<file path="src/rtl/msi_pkg.sv">
package msi_pkg;
  typedef enum logic [1:0] {
    LS_INV = 2'd0,
    LS_SHR = 2'd1,
    LS_EXC = 2'd2
  } line_state_t;

  typedef enum logic {
    CTL_IDLE = 1'b0,
    CTL_ARB  = 1'b1
  } ctl_state_t;

  localparam logic [1:0] BC_NONE   = 2'd0;
  localparam logic [1:0] BC_RDMISS = 2'd1;
  localparam logic [1:0] BC_WRMISS = 2'd2;
  localparam logic [1:0] BC_WBACK  = 2'd3;
endpackage

</file>
<file path="src/rtl/msi_line_store.sv">
module msi_line_store
  import msi_pkg::*;
#(
  parameter int IDX_W = 2,
  parameter int TAG_W = 6
) (
  input  logic              clk,
  input  logic              rst_n,
  input  logic [IDX_W-1:0]  cpu_idx,
  output line_state_t       cpu_state,
  output logic [TAG_W-1:0]  cpu_tag,
  input  logic [IDX_W-1:0]  snp_idx,
  output line_state_t       snp_state,
  output logic [TAG_W-1:0]  snp_tag,
  input  logic              wr_en,
  input  logic [IDX_W-1:0]  wr_idx,
  input  line_state_t       wr_state,
  input  logic [TAG_W-1:0]  wr_tag
);
  localparam int NLINES = 1 << IDX_W;

  line_state_t      st_q  [NLINES];
  logic [TAG_W-1:0] tag_q [NLINES];

  for (genvar g = 0; g < NLINES; g++) begin : g_line
    always_ff @(posedge clk) begin
      if (!rst_n) begin
        st_q[g]  <= LS_INV;
        tag_q[g] <= '0;
      end else if (wr_en && wr_idx == IDX_W'(g)) begin
        st_q[g]  <= wr_state;
        tag_q[g] <= wr_tag;
      end
    end
  end

  assign cpu_state = st_q[cpu_idx];
  assign cpu_tag   = tag_q[cpu_idx];
  assign snp_state = st_q[snp_idx];
  assign snp_tag   = tag_q[snp_idx];
endmodule

</file>
<file path="src/rtl/msi_snoop_resp.sv">
module msi_snoop_resp
  import msi_pkg::*;
#(
  parameter int TAG_W = 6
) (
  input  logic              clk,
  input  logic              rst_n,
  input  logic              enable,
  input  logic [1:0]        cmd,
  input  logic [TAG_W-1:0]  addr_tag,
  input  line_state_t       line_state,
  input  logic [TAG_W-1:0]  line_tag,
  output logic              upd,
  output line_state_t       upd_state,
  output logic              supply
);
  logic match;
  assign match = enable && line_state != LS_INV && line_tag == addr_tag;

  always_comb begin
    upd       = 1'b0;
    upd_state = line_state;
    supply    = 1'b0;
    if (match) begin
      if (cmd == BC_RDMISS && line_state == LS_EXC) begin
        upd = 1'b1; upd_state = LS_SHR; supply = 1'b1;
      end else if (cmd == BC_WRMISS) begin
        upd = 1'b1; upd_state = LS_INV; supply = (line_state == LS_EXC);
      end
    end
  end

  // a supplied block always answers a peer's miss, never a write-back
  assert_supply_on_miss_R5: assert property (@(posedge clk) disable iff (!rst_n)
    supply |-> (cmd == BC_RDMISS || cmd == BC_WRMISS));
  assert_supply_only_dirty_R6: assert property (@(posedge clk) disable iff (!rst_n)
    supply |-> line_state == LS_EXC);
endmodule

</file>
<file path="src/rtl/msi_coherence_ctrl.sv">
module msi_coherence_ctrl
  import msi_pkg::*;
#(
  parameter int ADDR_W = 8,
  parameter int IDX_W  = 2
) (
  input  logic              clk,
  input  logic              rst_n,
  input  logic              cpu_req_valid,
  output logic              cpu_req_ready,
  input  logic              cpu_req_wr,
  input  logic [ADDR_W-1:0] cpu_req_addr,
  output logic              cpu_rsp_valid,
  output logic              cpu_rsp_hit,
  output logic              bus_req,
  input  logic              bus_gnt,
  output logic [1:0]        bus_cmd,
  output logic [ADDR_W-1:0] bus_addr,
  input  logic [1:0]        snp_cmd,
  input  logic [ADDR_W-1:0] snp_addr,
  output logic              snp_wb,
  output logic              snp_abort
);
  localparam int TAG_W = ADDR_W - IDX_W;

  ctl_state_t        ctl_q;
  logic              pend_wr_q;
  logic [ADDR_W-1:0] pend_addr_q;
  logic              rsp_valid_q, rsp_hit_q;

  logic              idle, granted, accept;
  logic [ADDR_W-1:0] look_addr;
  logic              look_wr;
  logic [IDX_W-1:0]  look_idx;
  logic [TAG_W-1:0]  look_tag;
  line_state_t       line_state, snp_line_state;
  logic [TAG_W-1:0]  line_tag, snp_line_tag;
  logic              line_match, quiet_hit, need_wb, finish;

  logic              own_we;
  line_state_t       own_state;
  logic [TAG_W-1:0]  own_tag;
  logic              snp_upd;
  line_state_t       snp_upd_state;
  logic              snp_supply;

  logic              st_we;
  logic [IDX_W-1:0]  st_idx;
  line_state_t       st_state;
  logic [TAG_W-1:0]  st_tag;

  assign idle      = (ctl_q == CTL_IDLE);
  assign granted   = !idle && bus_gnt;
  assign accept    = idle && cpu_req_valid;
  assign look_addr = idle ? cpu_req_addr : pend_addr_q;
  assign look_wr   = idle ? cpu_req_wr : pend_wr_q;
  assign look_idx  = look_addr[IDX_W-1:0];
  assign look_tag  = look_addr[ADDR_W-1:IDX_W];

  msi_line_store #(.IDX_W(IDX_W), .TAG_W(TAG_W)) u_store (
    .clk(clk), .rst_n(rst_n),
    .cpu_idx(look_idx), .cpu_state(line_state), .cpu_tag(line_tag),
    .snp_idx(snp_addr[IDX_W-1:0]), .snp_state(snp_line_state), .snp_tag(snp_line_tag),
    .wr_en(st_we), .wr_idx(st_idx), .wr_state(st_state), .wr_tag(st_tag)
  );

  msi_snoop_resp #(.TAG_W(TAG_W)) u_snoop (
    .clk(clk), .rst_n(rst_n),
    .enable(!granted), .cmd(snp_cmd), .addr_tag(snp_addr[ADDR_W-1:IDX_W]),
    .line_state(snp_line_state), .line_tag(snp_line_tag),
    .upd(snp_upd), .upd_state(snp_upd_state), .supply(snp_supply)
  );

  assign line_match = line_state != LS_INV && line_tag == look_tag;
  assign quiet_hit  = line_match && (line_state == LS_EXC || !look_wr);
  assign need_wb    = line_state == LS_EXC && !line_match;

  // Decision is taken from the line as it is in the granted cycle (restart rule)
  always_comb begin
    own_we    = 1'b0;
    own_state = LS_INV;
    own_tag   = line_tag;
    bus_cmd   = BC_NONE;
    bus_addr  = '0;
    finish    = 1'b0;
    if (granted) begin
      if (quiet_hit) begin
        finish = 1'b1;
      end else if (need_wb) begin
        bus_cmd  = BC_WBACK;
        bus_addr = {line_tag, look_idx};
        own_we   = 1'b1;
      end else begin
        bus_cmd   = look_wr ? BC_WRMISS : BC_RDMISS;
        bus_addr  = pend_addr_q;
        own_we    = 1'b1;
        own_state = look_wr ? LS_EXC : LS_SHR;
        own_tag   = look_tag;
        finish    = 1'b1;
      end
    end
  end

  assign st_we    = own_we || snp_upd;
  assign st_idx   = own_we ? look_idx : snp_addr[IDX_W-1:0];
  assign st_state = own_we ? own_state : snp_upd_state;
  assign st_tag   = own_we ? own_tag : snp_line_tag;

  always_ff @(posedge clk) begin
    if (!rst_n) begin
      ctl_q       <= CTL_IDLE;
      pend_wr_q   <= 1'b0;
      pend_addr_q <= '0;
      rsp_valid_q <= 1'b0;
      rsp_hit_q   <= 1'b0;
    end else begin
      rsp_valid_q <= 1'b0;
      if (accept) begin
        if (quiet_hit) begin
          rsp_valid_q <= 1'b1;
          rsp_hit_q   <= 1'b1;
        end else begin
          ctl_q       <= CTL_ARB;
          pend_wr_q   <= cpu_req_wr;
          pend_addr_q <= cpu_req_addr;
        end
      end else if (finish) begin
        ctl_q       <= CTL_IDLE;
        rsp_valid_q <= 1'b1;
        rsp_hit_q   <= quiet_hit;
      end
    end
  end

  assign cpu_req_ready = idle;
  assign bus_req       = !idle;
  assign cpu_rsp_valid = rsp_valid_q;
  assign cpu_rsp_hit   = rsp_hit_q;
  assign snp_wb        = snp_supply;
  assign snp_abort     = snp_supply;

  assert_cmd_when_granted_R9: assert property (@(posedge clk) disable iff (!rst_n)
    bus_cmd != BC_NONE |-> (bus_req && bus_gnt));
  assert_wback_is_dirty_R7: assert property (@(posedge clk) disable iff (!rst_n)
    bus_cmd == BC_WBACK |-> line_state == LS_EXC);
  assert_miss_after_grant_R8: assert property (@(posedge clk) disable iff (!rst_n)
    (cpu_rsp_valid && !cpu_rsp_hit) |-> $past(bus_gnt));
  assert_rsp_has_cause_R10: assert property (@(posedge clk) disable iff (!rst_n)
    cpu_rsp_valid |-> $past(bus_req || cpu_req_valid));
  assert_single_rsp_R10: assert property (@(posedge clk) disable iff (!rst_n)
    cpu_rsp_valid |=> !cpu_rsp_valid || $past(cpu_req_valid));
endmodule

</file>
<file path="config.mk">
export PLATFORM = sky130hd
export DESIGN_NAME = msi_coherence_ctrl
export DESIGN_NICKNAME = d
export VERILOG_FILES = /design/src/rtl/msi_pkg.sv /design/src/rtl/msi_line_store.sv /design/src/rtl/msi_snoop_resp.sv /design/src/rtl/msi_coherence_ctrl.sv
export SDC_FILE = /design/constraint.sdc
export NUM_CORES = 1
export LEC_CHECK = 0
export CAP_MARGIN = 20
export CORE_MARGIN = 2
export CORE_UTILIZATION = 55
export CTS_CLUSTER_DIAMETER = 100
export DETAILED_ROUTE_END_ITERATION = 16
export DONT_BUFFER_PORTS = 1
export PLACE_DENSITY = 0.73
export SYNTH_ARGS = -nofsm -noshare
export SYNTH_HDL_FRONTEND = slang
export SYNTH_SLANG_ARGS = --single-unit
export TNS_END_PERCENT = 10
</file>
<file path="constraint.sdc">
create_clock -name clk -period 3.35 [get_ports clk]
set_clock_uncertainty 0.1 [all_clocks]
set_input_delay 0.67 -clock clk [delete_from_list [all_inputs] [get_ports clk]]
set_output_delay 0.67 -clock clk [all_outputs]
set_load 0.02 [all_outputs]
</file>
==> impl_metrics.json <==
{
  "power.leakage_uw": 0.00159,
  "synth-seq-area-share_pct": 37.4,
  "die_area_um2": 6460,
  "viasPerCell": 6.63,
  "grt_start_max_net_pins": 17,
  "ys_ff_latch": 44,
  "chipWidth_um": 80.4,
  "cts.htree.levels": 2,
  "cts_sinks": 44,
  "cp.arrival_ns": 3.08,
  "ant_nets": 0,
  "hp-start": "rst_n",
  "yosysTopAreaCell": "edfxtp_1",
  "p_per_area_nw_per_um2": 390,
  "clk_path_buf_depth": 2,
  "dp_slack_ns": -0.407,
  "reg2reg_slack_ns": -0.04,
  "grt_pass1_wl_um": 15300,
  "synth_flop_cell": "edfxtp_1",
  "path_cells": "mux2i_4, mux2_4, a221oi_4, a21oi_2, or4_4, o21ai_4, nand2_1, a21oi_4",
  "required_ns": 2.58,
  "antenna_found_initial": 0,
  "fin_crit_sh_pct": 115,
  "path_clk_slew_ns": 0.09,
  "synth_area_leaders": "edfxtp_1 (30%), dfxtp_1 (7.5%), mux2i_1 (7.5%)",
  "r2r_end": "u_store.tag_q[2][4]",
  "cts_tree": "built",
  "setup_viol": 24,
  "dp_cells": 445,
  "synth_cells": 318,
  "routabilityCongestion": 0.947,
  "max_freq_ghz": 0.260,
  "relSlewSlack_pct": 63.1,
  "syn_to_final_growth_pct": 28.4,
  "max_cap_viol_count": 0,
  "worst_slack_ns": -0.500,
  "finalHoldViolCount": 0,
  "drt-pass1-iter-count": 5,
  "cts_root_buf": "clkbuf_8",
  "drt-total-wl_um": 10300,
  "tightestPinTransition_ns": 0.538,
  "pin_count": 39,
  "numPortBuffers": 0,
  "synth_area_um2": 3210,
  "grt-ovfl-total": 0,
  "numCtsBuffers": 5,
  "synth.distinct_cells": 61,
  "status": "finished, violations left",
  "synth_most_common_cell": "nor2_1",
  "fill_cells": 398,
  "synthArstFlopShare_pct": 0,
  "cp-end-kind": "primary output",
  "core_um2": 5570,
  "synth_common_cells": "nor2_1 (35), edfxtp_1 (32), nor3_1 (26)",
  "critPathMaxStageDelay_ns": 0.59,
  "holdBufCountCts": 0,
  "criticalPathCategory": "flip-flop to primary output",
  "drive_gt1_share_pct": 39.3,
  "r2r_cells": 12,
  "stdcell_count": 459,
  "crit_fanout": 7,
  "whs_endpoint": "cpu_rsp_hit",
  "num_vias": 3043,
  "synthDominantCellAreaShare_pct": 30.0,
  "syn_nets": 341,
  "fp.dieH_um": 80.4,
  "rsz0062_at_grt": "yes",
  "detail_route.iter0.violations": 339,
  "r2r_start": "bus_req",
  "holdPathStages": 1,
  "start_util_pct": 57.6,
  "cp_slowest_cell": "or4_4",
  "violations": "setup timing",
  "critical_path.startpoint": "bus_req",
  "clk_latency_ns": 0.31,
  "synth-edff-count": 32,
  "grt_pass1_vias": 2956,
  "drcViolationCount": 0,
  "post-route-util_pct": 73.9,
  "diodes": 0,
  "synth.avg_cell_area_um2": 10.1,
  "rows": 27,
  "nNetsFinal": 409,
  "dpl.hpwl_um": 7430,
  "yosysWarnings": 0,
  "critPathLaunchType": "flip-flop",
  "fin_crit_ns": 3.85,
  "drv_slew": 0,
  "hold_class": "input port to flip-flop",
  "finalSetupTns_ns": -4.71,
  "power_uw": 1610,
  "peakVddDrop_mv": 0.249,
  "routedWlPerCell_um": 22.3,
  "grt_usage_pct": 32.2
}
==> power by group <==
part           internal, µW  switching [µW]  total, µW
logic                   246             294        540
registers               610            26.0        636
clock network           225             206        430
==> cell type report <==
class | count | area, µm² | area share [%]
clock buffer | 5 | 68.8 | 1.67
clock inverter | 3 | 46.3 | 1.12
inverter | 14 | 52.6 | 1.28
multi-input combinational | 245 | 2040 | 49.7
sequential | 44 | 1200 | 29.3
tap | 72 | 90.1 | 2.19
timing repair buffer | 76 | 611 | 14.8
==> cell usage in the layout, fill, tap and decap left out, types with 9 or more instances in the layout <==
cell,netlist,routed
buf_4,2,70
edfxtp_1,32,32
nor2_1,35,30
nor3_1,26,26
nand2_1,21,21
mux2i_1,24,20
inv_1,14,14
dfxtp_1,12,11
mux4_2,9,9
a21oi_2,5,9
nand2b_1,9,9
a21oi_1,16,9
==> worst max-delay path by stage <==
stage,slack (ns),end
finish,-0.50,bus_addr[3]
global route,-0.56,bus_addr[3]
CTS,-0.37,bus_addr[7]
detailed placement,-0.41,bus_addr[5]
global placement,-0.33,bus_addr[5]
floorplan,-0.28,bus_addr[2]
==> flip-flops by register name (all words and copies together), names as in the netlist <==
name,cells
u_store.st_q,8
cpu_rsp_valid,1
pend_addr_q,8
pend_wr_q,1
cpu_rsp_hit,1
bus_req,1
u_store.tag_q,24
==> repair_timing <==
| item | 4_1_cts | 5_1_grt |
|---|---|---|
| resized for setup | 17 | 16 |
| endpoints found under the setup margin | 54 | 74 |
| pin swaps | 7 | 3 |
| setup buffers | 3 | 3 |
==> logic make-up (layout without fill, tap and decap cells) <==
group	count (synthesis)	in the layout	share of synthesized area (%)
simple gates	115	115	17.8
compound gates	80	80	20.0
flops	44	44	37.4
mux	41	41	17.1
buf+inv	29	98	5.15
xor+xnor	9	9	2.46
==> metrics by stage <==
stage | hold slack [ns] | instance area (µm²)
final | 0.376 | 4120
after CTS | 0.379 | 4000
after detailed placement | 0.392 | 3800
after global placement | 0.372 | 3800
after global routing | 0.369 | 4120
after floorplan | 0.358 | 3270
==> worst max-delay path: cells and delay by family, from the launching register on <==
kind	cells	cell delay (ns)
AOI/OAI and AO/OA	4	0.87
muxes	2	0.76
and+or+nand+nor	2	0.73
DFF	1	0.39
==> per-layer routing <==
layer	up-vias	share of wire (%)	routed length (µm)	GRT usage (%)
li1	1343	-	-	-
met1	1482	37	3790	39.2
met2	182	50	5170	55.8
met3	36	8.0	818	5.62
met4	0	4.6	476	13.7
met5	-	0	0	0
Note: power is estimated with default switching activity, not from simulation.
